[config.mk]
export PLATFORM = sky130hd
export DESIGN_NAME = loop_code_detect
export DESIGN_NICKNAME = d
export VERILOG_FILES = /design/src/rtl/loop_code_detect.sv
export SDC_FILE = /design/constraint.sdc
export NUM_CORES = 1
export LEC_CHECK = 0
export BUFFER_PORTS_ARGS = -buffer_cell sky130_fd_sc_hd__buf_4
export CORE_MARGIN = 2
export CORE_UTILIZATION = 50
export DETAILED_ROUTE_END_ITERATION = 12
export GPL_TIMING_DRIVEN = 0
export PLACE_DENSITY = 0.68
export SYNTH_ARGS = -nofsm -noshare
export SYNTH_HDL_FRONTEND = slang
export SYNTH_SLANG_ARGS = --single-unit
[constraint.sdc]
create_clock -name clk -period 8.5 [get_ports clk]
set_clock_uncertainty 0.05 [all_clocks]
set_input_delay 0.85 -clock clk [delete_from_list [all_inputs] [get_ports clk]]
set_output_delay 0.85 -clock clk [all_outputs]
set_load 0.1 [all_outputs]
[src/rtl/loop_code_detect.sv]
module loop_code_detect #(
  parameter int WIN_BITS = 74112
) (
  input  logic       clk,
  input  logic       rst_n,
  input  logic       bit_en,
  input  logic       rx_bit,
  input  logic       fbit,
  input  logic       wr_en,
  input  logic [3:0] wr_addr,
  input  logic [7:0] wr_data,
  input  logic [3:0] rd_addr,
  output logic [7:0] rd_data,
  output logic       irq
);
  localparam int CW = $clog2(WIN_BITS + 1);
  localparam int ND = 3;

  logic          fmode;
  logic [3:0]    lsel [ND];
  logic [7:0]    chi  [ND];
  logic [7:0]    clo  [ND];
  logic [3:0]    ph   [ND];
  logic [5:0]    run  [ND];
  logic [CW-1:0] wcnt [ND];
  logic [CW-1:0] ecnt [ND];
  logic [CW-1:0] ccnt [ND];
  logic [ND-1:0] lk, lkw, rt, lset, lclr, ien;

  logic [3:0]    phn  [ND];
  logic [CW-1:0] ec   [ND];
  logic [CW-1:0] cc   [ND];
  logic [ND-1:0] rs, mis, pass, wend, lkn, rt_n;

  wire cmp = bit_en && !fbit;
  wire adv = bit_en && (!fbit || fmode);

  always_comb begin
    for (int i = 0; i < ND; i++) begin
      logic [4:0]  len, idx, s, s1, s2;
      logic [15:0] cw;
      logic [CW+7:0] lhs, rhs;
      len = lsel[i][3] ? 5'd16 : {2'b0, lsel[i][2:0]} + 5'd1;
      cw  = lsel[i][3] ? {chi[i], clo[i]} : {8'h00, chi[i]};
      idx = len - 5'd1 - {1'b0, ph[i]};
      mis[i] = cmp && (rx_bit != cw[idx[3:0]]);
      s  = {1'b0, ph[i]} + {4'b0, adv} + {4'b0, mis[i] && !lk[i]};
      s1 = (s >= len) ? s - len : s;
      s2 = (s1 >= len) ? s1 - len : s1;
      phn[i] = s2[3:0];
      ec[i] = ecnt[i] + CW'(mis[i]);
      cc[i] = ccnt[i] + CW'(cmp);
      lhs = {8'd0, ec[i]} * (CW+8)'(100);
      rhs = {8'd0, cc[i]} * (CW+8)'(3);
      pass[i] = (cc[i] != '0) && (lhs <= rhs);
      wend[i] = bit_en && (wcnt[i] == CW'(WIN_BITS - 1));
      lkn[i]  = lk[i] || (cmp && !mis[i] && run[i] == 6'd31);
      rs[i]   = wr_en && (wr_addr == 4'(5 + 2*i) || wr_addr == 4'(1 + i));
      rt_n[i] = (wend[i] && !rs[i]) ? pass[i] : rt[i];
    end
  end

  always_ff @(posedge clk or negedge rst_n) begin
    if (!rst_n) begin
      fmode <= 1'b0;
      ien   <= '0;
      for (int i = 0; i < ND; i++) begin
        lsel[i] <= '0; chi[i] <= '0; clo[i] <= '0;
      end
    end else if (wr_en) begin
      if (wr_addr == 4'd0)  fmode <= wr_data[0];
      if (wr_addr == 4'd13) ien <= wr_data[ND-1:0];
      for (int i = 0; i < ND; i++) begin
        if (wr_addr == 4'(1 + i))   lsel[i] <= wr_data[3:0];
        if (wr_addr == 4'(4 + 2*i)) chi[i]  <= wr_data;
        if (wr_addr == 4'(5 + 2*i)) clo[i]  <= wr_data;
      end
    end
  end

  always_ff @(posedge clk or negedge rst_n) begin
    if (!rst_n) begin
      lk <= '0; lkw <= '0;
      for (int i = 0; i < ND; i++) begin
        ph[i] <= '0; run[i] <= '0; wcnt[i] <= '0; ecnt[i] <= '0; ccnt[i] <= '0;
      end
    end else begin
      for (int i = 0; i < ND; i++) begin
        if (rs[i]) begin
          ph[i] <= '0; run[i] <= '0; wcnt[i] <= '0; ecnt[i] <= '0; ccnt[i] <= '0;
          lk[i] <= 1'b0; lkw[i] <= 1'b0;
        end else if (bit_en) begin
          ph[i] <= phn[i];
          if (mis[i]) run[i] <= '0;
          else if (cmp && run[i] != 6'd32) run[i] <= run[i] + 6'd1;
          lk[i] <= lkn[i];
          if (wend[i]) begin
            wcnt[i] <= '0; ecnt[i] <= '0; ccnt[i] <= '0;
            lkw[i]  <= lkn[i];
            if (!pass[i] && lkw[i]) begin
              lk[i] <= 1'b0; lkw[i] <= 1'b0; run[i] <= '0;
            end
          end else begin
            wcnt[i] <= wcnt[i] + CW'(1);
            ecnt[i] <= ec[i];
            ccnt[i] <= cc[i];
          end
        end
      end
    end
  end

  wire [ND-1:0] clr_set = (wr_en && wr_addr == 4'd11) ? wr_data[ND-1:0] : '0;
  wire [ND-1:0] clr_clr = (wr_en && wr_addr == 4'd12) ? wr_data[ND-1:0] : '0;

  always_ff @(posedge clk or negedge rst_n) begin
    if (!rst_n) begin
      rt <= '0; lset <= '0; lclr <= '0;
    end else begin
      rt   <= rt_n;
      lset <= (lset & ~clr_set) | (rt_n & ~rt);
      lclr <= (lclr & ~clr_clr) | (~rt_n & rt);
    end
  end

  assign irq = |((lset | lclr) & ien);

  always_comb begin
    rd_data = '0;
    case (rd_addr)
      4'd0:  rd_data = {7'd0, fmode};
      4'd10: rd_data = {5'd0, rt};
      4'd11: rd_data = {5'd0, lset};
      4'd12: rd_data = {5'd0, lclr};
      4'd13: rd_data = {5'd0, ien};
      default: begin
        for (int i = 0; i < ND; i++) begin
          if (rd_addr == 4'(1 + i))   rd_data = {4'd0, lsel[i]};
          if (rd_addr == 4'(4 + 2*i)) rd_data = chi[i];
          if (rd_addr == 4'(5 + 2*i)) rd_data = clo[i];
        end
      end
    endcase
  end
endmodule

==> metrics.csv, run 1 <==
metric,value,unit
status,"complete, but fails checks",
failing checks,setup timing,
r2r startpoint,lsel[0]$_DFFE_PN0P_,
drt pass-1 iters,6,
Adder-Cell Fraction of Synth Area,21.9,%
Leak,14.6,nW
Tcrit/Tclk final,103,%
Flop pwr share,25.3,%
Compound-Gate Fraction of Synth Area,15.6,%
Combinational Power Share,52.2,%
Crit Path Category,reg2reg,
"area leader, netlist",dfrtp_1,
top_reg_cell synth,dfrtp_1,
most frequent cells in the layout,"ha_1, nand2_1, dfrtp_1",
TritonCTS buffer count,30,
CP max-delay cell,fa_2,
Post-Syn Area,24700,um2
WP data required,8980,ps
"most common cell after layout, fill and taps aside",ha_1,
Inserted Diodes,0,
CP bufs+invs,2,
share of the yosys chip area belonging to registers,26.6,%
CP top delay family,simple AND/OR/NAND/NOR gates,
dominant cells by area after synthesis,"dfrtp_1, ha_1, xor2_1, inv_1, nand2_1",
Post-Synth XOR/XNOR Area,8.70,%
setup ws final,-284,ps
# IOs,31,
Max VDD drop,0.151,mV
Fin. Hold Viols,0,
hold_buf cts,0,
simple-gate area share of the yosys netlist,16.4,%
Sw Ratio,38.9,%
critical path startpoint,lsel[0]$_DFFE_PN0P_,
WHS,201,ps
final setup fails,21,
Synth warnings,0,
post-synthesis mux area share,5.53,%
DR WL/cell,17.3,um
share of post-route cells with drive strength above 1,17.7,%
Initial DRC Count,1439,
max incr delay on CP,630,ps
CP Capture Point,run[3]$_DFFE_PN0P_,
GRT overflow,0,
# fillers,3986,
crit path max fanout,5,
CP dominant cell by count,ha_4,
CTS H-tree lvls,1,
"Net Count, Synth",3204,
top cell type's share of synthesized area,26.6,%
worst skew pair latency,590,ps
Final Power,6.34,mW
fmax,114,MHz
chip height,226,um
post-synthesis cell count,2780,
vias,20800,
initial antenna violation count,0,
switching power,2.47,mW
Clock transition at path regs,60,ps
Initial Util,50.5,%
Slew @ Worst Pin,931,ps
core area,48800,um2
Reg2Reg Setup Slack,-280,ps
Critical Path Stages,34,
Reg-to-Reg End,run[3]$_DFFE_PN0P_,
vias in the first global route,20900,
Pint,3.87,mW
Setup TNS,-2880,ps
drt drc,0,
Worst setup EP type,register,
largest net degree at the start of global routing,104,
distinct cell type count of the synthesized netlist,84,
Max Root-Sink Buffers,3,
TritonCTS clock tree,built,
clk sinks,262,
Worst slew margin,37.9,%
P per Cell Area,215,nW/um2
"Area growth, synth to finish",19.8,%
Vias/cell,5.71,
Final ANT Viol Nets,0,
Worst Hold Class,in2async,
"Async S/R FF share, synth",100,%
RSZ-0062 raised after global routing,yes,
drt total wl,62.8,mm
Final Wtd Congestion,0.931,
die area,51100,um2
first-pass GRT wire length,104,mm
final core occ,60.5,%
Post-synth EDFFs,0,
DP Wirelength,45.4,mm
total global routing track utilization,24.3,%
number of max-cap violations,0,
nets,3377,
worst endpoint data arrival time,9260,ps
Slew Limit Fails,0,
IO buf count,30,
clock power share,22.4,%
Die W,226,um
"Min Clock Period, post-route",8780,ps
worst r2r path cells,34,
Syn Area/Cell,8.87,um2
largest family of logic cells by synthesized area,adder cells,
Root Driver,clkbuf_16,
Yosys reg bits,262,
crit start category,register,
# rows,81,
==> per-layer routing <==
| layer | routed length [um] | GRT usage, % | part of all wire, % | vias to the layer above |
|---|---|---|---|---|
| met4 | 1440 | 5.56 | 2.3 | 0 |
| met1 | 27500 | 31.8 | 44 | 10200 |
| met2 | 31400 | 43.6 | 50 | 403 |
| met5 | 0 | 0 | 0 | - |
| met3 | 2410 | 2.16 | 3.8 | 109 |
| li1 | - | - | - | 10100 |
==> cell usage after synthesis (7+ instances only) <==
cell type,n
nor3_1,44
nand3_1,93
nand4_1,39
inv_1,273
mux2i_1,25
a22oi_1,11
clkbuf_1,60
a31oi_1,10
o21bai_1,9
a211oi_1,25
or3_1,17
and4_1,7
nor4_1,13
o22ai_1,8
nor4b_1,9
xor2_1,143
o21a_1,15
a21o_1,60
nor2b_1,24
fa_1,50
nor2_1,186
xnor2_1,102
nand2b_1,34
o31ai_1,24
mux4_2,13
nor3b_1,13
a21oi_1,123
mux2_2,72
a31o_2,8
dfrtp_1,262
ha_1,352
and2_1,16
o21ai_0,184
and3_1,36
a22o_1,35
nand2_1,271
==> timing repair <==
action                                  in CTS  in global routing
buffers inserted                            63                 45
pin swaps                                   87                 88
resized for setup                          206                112
endpoints found under the setup margin      33                 33
gates cloned                                 3                  0
==> final cells by class <==
cell class | count | area [um2] | area share (%)
multi-input cells | 2178 | 18600 | 63.0
flip-flops and latches | 262 | 6570 | 22.2
repair buffers | 142 | 1150 | 3.90
inverters | 274 | 1030 | 3.49
clock buffers | 44 | 853 | 2.89
well taps | 664 | 831 | 2.81
plain buffers | 65 | 267 | 0.902
clock inverters | 12 | 225 | 0.762
==> sequential cells by signal, summed over array words and instances (netlist names) <==
register,cells
ien,3
rt,3
ph,12
wcnt,51
lk,3
lclr,3
lkw,3
ccnt,51
lsel,12
lset,3
ecnt,51
clo,24
fmode,1
chi,24
run,18
==> metrics by stage <==
stage | area (um2) | instances | worst slack, ps
after global routing | 29500 | 3641 | -651
after CTS | 28500 | 3596 | -313
after floorplan | 24700 | 2780 | 50.1
after global placement | 25700 | 3474 | -1540
after detailed placement | 25800 | 3476 | -1660
final | 29500 | 3641 | -284
==> power by group through the flow <==
stage	Combinational (mW)	Sequential, mW	Clock [mW]
6_report	3.31	1.61	1.42
5_1_grt	3.69	1.63	1.50
4_1_cts	3.16	1.60	1.44
3_5_place_dp	2.90	1.60	0
3_3_place_gp	2.80	1.60	0
2_1_floorplan	2.25	1.55	0
==> worst min path at each step <==
stage	slack (ps)	depth (start not counted)	end
floorplan	390	1	wcnt[16]$_DFFE_PN0P_
global placement	420	1	wcnt[16]$_DFFE_PN0P_
detailed placement	430	1	wcnt[16]$_DFFE_PN0P_
CTS	250	1	ecnt[43]$_DFFE_PN0P_
global route	270	1	ecnt[43]$_DFFE_PN0P_
finish	200	1	ecnt[43]$_DFFE_PN0P_
==> cell families after synthesis <==
logic type / Yosys count
AOI/OAI and AO/OA: 585
buffers and inverters: 341
and+or+nand+nor: 834
muxes: 111
xor gates and xnor gates: 245
adders and majority gates: 402
DFF: 262
Power figures use the tool's default switching activity.
==> inputs of run 2 (changes only) <==
clock period = 7.3 ns   (was 8.5 ns; I/O delays follow)
==> run 2 against run 1 <==
The flow still finishes with violations (setup timing); fmax is 0.83% higher; sequential share of layout area shrank 0.39 points; worst hold slack got worse by 200 ps; critical endpoint unchanged.
==> metrics.csv, run 2 (synthesized netlist as in run 1, its figures left out) <==
metric,value,unit,change
Fin. Hold Viols,0,,unchanged
P per Cell Area,254,nW/um2,+18%
IO buf count,30,,unchanged
drt total wl,63.9,mm,+1.7%
drt pass-1 iters,5,,-1
WP data required,7750,ps,-1230 ps
GRT overflow,0,,unchanged
drt drc,0,,unchanged
Slew Limit Fails,0,,unchanged
status,"complete, but fails checks",,
Die W,226,um,unchanged
GR Util met3,3.12,%,+0.96 points
setup ws final,-1410,ps,-1130 ps
WHS,2.28,ps,-199 ps
Sw Ratio,39.5,%,+0.60 points
TritonCTS buffer count,30,,unchanged
Initial DRC Count,1342,,-6.7%
Pint,4.62,mW,+19%
Worst slew margin,26.8,%,-11 points
core area,48800,um2,unchanged
clock power share,21.3,%,-1.1 points
# fillers,4000,,+0.35%
clk sinks,262,,unchanged
max incr delay on CP,640,ps,about the same
final setup fails,33,,+57%
Worst setup EP type,register,,
Max VDD drop,0.306,mV,+100%
Crit Path Category,reg2reg,,
non-filler instance count after layout,3662,,+0.58%
GR peak layer,met2,,
Worst Hold Class,in2async,,
fmax,115,MHz,+0.83%
crit path max fanout,5,,unchanged
number of max-cap violations,0,,unchanged
Root Driver,clkbuf_16,,
die area,51100,um2,unchanged
nets,3398,,+0.62%
Combinational Power Share,54.3,%,+2.1 points
"Min Clock Period, post-route",8710,ps,-72.0 ps
Tcrit/Tclk final,119,%,+16 points
CP bufs+invs,4,,+2
Final ANT Viol Nets,0,,unchanged
RSZ-0062 raised after global routing,yes,,
met1 Use GR,32.2,%,+0.43 points
share of post-route cells with drive strength above 1,19.7,%,+2.0 points
most frequent cells in the layout,"ha_1, nand2_1, dfrtp_1",,
switching power,3.02,mW,+22%
hold_buf cts,0,,unchanged
area of the multi-input gates,19000,um2,+1.8%
vias in the first global route,21700,,+4.0%
TritonCTS clock tree,built,,
"Area growth, synth to finish",21.9,%,
DP Wirelength,46.5,mm,+2.3%
Clock transition at path regs,60,ps,about the same
Max Root-Sink Buffers,3,,unchanged
Final Wtd Congestion,0.890,,-4.4%
crit start category,register,,
largest net degree at the start of global routing,102,,-1.9%
initial antenna violation count,0,,unchanged
total global routing track utilization,25.2,%,+0.83 points
# rows,81,,unchanged
GR Layer Usage met2,44.3,%,+0.71 points
Leak,14.8,nW,+1.0%
Flop pwr share,24.4,%,-0.9 points
DR WL/cell,17.4,um,+1.1%
CTS H-tree lvls,1,,unchanged
register area,6560,um2,about the same
CP dominant cell by count,ha_4,,
# IOs,31,,unchanged
Slew @ Worst Pin,1090,ps,+159 ps
Inserted Diodes,0,,unchanged
CP max-delay cell,fa_2,,
Vias/cell,5.75,,+0.62%
worst skew pair latency,590,ps,about the same
vias,21100,,+1.2%
CP top delay family,adder cells,,
largest registers,"ccnt (51), ecnt (51), wcnt (51)",,
placed cell count,3476,,unchanged
Initial Util,50.5,%,unchanged
"most common cell after layout, fill and taps aside",ha_1,,
failing checks,setup timing,,
worst endpoint data arrival time,9160,ps,-100 ps
chip height,226,um,unchanged
first-pass GRT wire length,106,mm,+2.1%
Placement Setup Slack,-2040,ps,-379 ps
==> run 2: metal layers <==
layer	routed length [um]	up-vias	share of wire, %
met4	1800	0	2.8
met1	28400	10300	44
met2	31600	405	49
met3	2170	128	3.4
li1	-	10200	-
met5	0	-	0
==> run 2: area by class of cell <==
type | instances | area share (%)
flip-flops and latches | 262 | 21.8
clock inverters | 15 | 0.612
well taps | 664 | 2.76
clock buffers | 41 | 2.97
multi-input cells | 2178 | 63.1
plain buffers | 65 | 0.886
repair buffers | 163 | 4.41
inverters | 274 | 3.47
==> run 2: repair_timing <==
item	4_1_cts	5_1_grt
resized for setup	173	79
endpoints found under the hold margin	0	0
pin swaps	142	86
cloned	3	0
endpoints found under the setup margin	37	40
setup buffers	101	29
==> run 2: path summary, 6_finish.rpt <==
path                       slack (ps)                    to                 start  cells after the start
max                             -1410    run[3]$_DFFE_PN0P_   lsel[0]$_DFFE_PN0P_                     37
min reg2reg                       430  wcnt[16]$_DFFE_PN0P_  wcnt[16]$_DFFE_PN0P_                      1
min                                 2    clo[4]$_DFFE_PN0P_                 rst_n                      1
max reg2reg                     -1410    run[3]$_DFFE_PN0P_   lsel[0]$_DFFE_PN0P_                     37
min in group clk                  350    clo[2]$_DFFE_PN0P_            wr_data[2]                      2
max in group asynchronous        5780  ecnt[35]$_DFFE_PN0P_                 rst_n                      3
==> run 2: per-stage QoR <==
| step | utilization [%] | instance area (um2) | setup TNS [ps] | power [mW] |
|---|---|---|---|---|
| after floorplan | - | 25400 | -15450 | 4.50 |
| after global placement | 54.1 | 26400 | -58840 | 5.23 |
| after detailed placement | 54.2 | 26500 | -61610 | 5.37 |
| after CTS | 60.1 | 29400 | -39670 | 7.32 |
| after global routing | 61.6 | 30100 | -50770 | 8.18 |
| final | 61.6 | 30100 | -40210 | 7.65 |
==> run 2: power groups by stage <==
stage / clock network [mW] / logic [mW] / registers, mW
after floorplan: 0 / 2.69 / 1.81
after global placement: 0 / 3.37 / 1.86
after detailed placement: 0 / 3.50 / 1.87
after CTS: 1.65 / 3.81 / 1.86
after global routing: 1.71 / 4.58 / 1.89
final: 1.63 / 4.15 / 1.86
==> inputs of run 3 (changes only) <==
RECOVER_POWER = 25   (was not set)
==> run 3 against run 2 <==
Highest routed layer unchanged; largest power group unchanged; flip-flop and latch count is the same; count of clock-buffer cells in the layout unchanged; the run ends with capacitance limit, slew limit, setup timing left; non-clock buffer count is the same.
==> metrics.csv, run 3 (synthesized netlist as in run 1, its figures left out) <==
metric,value,unit,change
status,"complete, but fails checks",,
failing checks,"capacitance limit, slew limit, setup timing",,
Inserted Diodes,0,,unchanged
vias in the first global route,21700,,unchanged
placed cell count,3476,,unchanged
crit start category,register,,
Root Driver,clkbuf_16,,
largest net degree at the start of global routing,102,,unchanged
RSZ-0062 raised after global routing,yes,,
Reg2Reg Setup Slack,-1420,ps,about the same
area of the multi-input gates,19000,um2,unchanged
Final ANT Viol Nets,0,,unchanged
worst endpoint data arrival time,9160,ps,about the same
drt total wl,63.9,mm,about the same
CTS H-tree lvls,1,,unchanged
most frequent cells in the layout,"ha_1, nand2_1, dfrtp_1",,
total global routing track utilization,25.2,%,unchanged
CP dominant cell by count,ha_4,,
Worst setup EP type,register,,
IO buf count,30,,unchanged
Tcrit/Tclk final,119,%,about the same
largest registers,"ccnt (51), ecnt (51), wcnt (51)",,
Final Wtd Congestion,0.890,,unchanged
Slew Limit Fails,164,,+164
Crit Path Category,reg2reg,,
crit path max fanout,5,,unchanged
Max Root-Sink Buffers,3,,unchanged
GRT overflow,0,,unchanged
DP Wirelength,46.5,mm,unchanged
share of post-route cells with drive strength above 1,19.7,%,-0.033 points
P per Cell Area,254,nW/um2,about the same
fin area,30000,um2,-0.11%
vias,21000,,-0.081%
register area,6560,um2,unchanged
Fin. Hold Viols,0,,unchanged
clk sinks,262,,unchanged
nets,3398,,unchanged
fmax,115,MHz,about the same
# IOs,31,,unchanged
final setup fails,33,,unchanged
Vias/cell,5.75,,about the same
CP max-delay cell,fa_2,,
worst skew pair latency,590,ps,about the same
Final Power,7.64,mW,about the same
chip height,226,um,unchanged
drt drc,0,,unchanged
Worst slew margin,-123,%,-150 points
# rows,81,,unchanged
non-filler instance count after layout,3662,,unchanged
Initial DRC Count,1301,,-3.1%
TritonCTS buffer count,30,,unchanged
Max VDD drop,0.306,mV,about the same
initial antenna violation count,0,,unchanged
"most common cell after layout, fill and taps aside",ha_1,,
max incr delay on CP,640,ps,about the same
DR WL/cell,17.5,um,about the same
Clock transition at path regs,60,ps,about the same
Placement Cell Area,26500,um2,unchanged
setup ws final,-1420,ps,-5.34 ps
drt pass-1 iters,5,,unchanged
Initial Util,50.5,%,unchanged
number of max-cap violations,2,,+2
"Area growth, synth to finish",21.8,%,
WP data required,7740,ps,about the same
Leak,14.7,nW,-0.10%
Slew @ Worst Pin,3340,ps,+2250 ps
first-pass GRT wire length,106,mm,unchanged
core area,48800,um2,unchanged
Worst Hold Class,in2reg,,
"Min Clock Period, post-route",8720,ps,+5.34 ps
# fillers,4005,,+0.13%
Die W,226,um,unchanged
hold_buf cts,0,,unchanged
TritonCTS clock tree,built,,
die area,51100,um2,unchanged
[run 3: critical path, delay by kind of cell, from the launching register on]
family | cells | cell delay (ps)
AOI/OAI and AO/OA | 12 | 2360
and+or+nand+nor | 7 | 1420
DFF | 1 | 460
muxes | 3 | 700
buffers and inverters | 4 | 270
adders and majority gates | 9 | 2780
xor gates and xnor gates | 2 | 560
[run 3: final cells by class]
type	instances	area share [%]
inverters	274	3.48
repair buffers	163	4.30
flip-flops and latches	262	21.9
multi-input cells	2178	63.1
plain buffers	65	0.887
clock buffers	41	2.97
clock inverters	15	0.612
well taps	664	2.77
[run 3: what timing repair did]
action	4_1_cts	5_1_grt
buffers inserted	101	29
pin swaps	142	86
gates resized for setup	173	79
setup endpoints to repair	37	40
gates cloned	3	0
[run 3: where the power goes]
part,internal (mW),switching [mW],leakage (nW)
Sequential,1.65,0.219,3.49
Combinational,1.98,2.17,10.7
Clock,0.994,0.634,0.535
[run 3: path summary, 6_finish.rpt]
path,startpoint,endpoint,cells past startpoint
setup / recovery,lsel[0]$_DFFE_PN0P_,run[3]$_DFFE_PN0P_,37
min in group asynchronous,rst_n,clo[5]$_DFFE_PN0P_,1
hold / removal,wr_data[2],clo[2]$_DFFE_PN0P_,2
max in group asynchronous,rst_n,lsel[11]$_DFFE_PN0P_,2
setup reg to reg,lsel[0]$_DFFE_PN0P_,run[3]$_DFFE_PN0P_,37
hold reg to reg,wcnt[16]$_DFFE_PN0P_,wcnt[16]$_DFFE_PN0P_,1
[run 3: stage by stage]
step / hold WS [ps] / utilization [%] / setup slack (ps) / setup TNS (ps)
after floorplan: 384 / - / -667 / -15450
after global placement: 425 / 54.1 / -1990 / -58840
after detailed placement: 428 / 54.2 / -2040 / -61610
after CTS: 17.6 / 60.1 / -1460 / -39670
after global routing: 343 / 61.5 / -1800 / -50770
final: 349 / 61.5 / -1420 / -40140
[run 3: layer usage]
metal  track usage [%]  up-vias  wire [um]
met5                 0        -          0
met4              7.66        0       1840
met3              3.12      134       2210
met2              44.3      397      31500
met1              32.2    10300      28300
li1                  -    10200          -
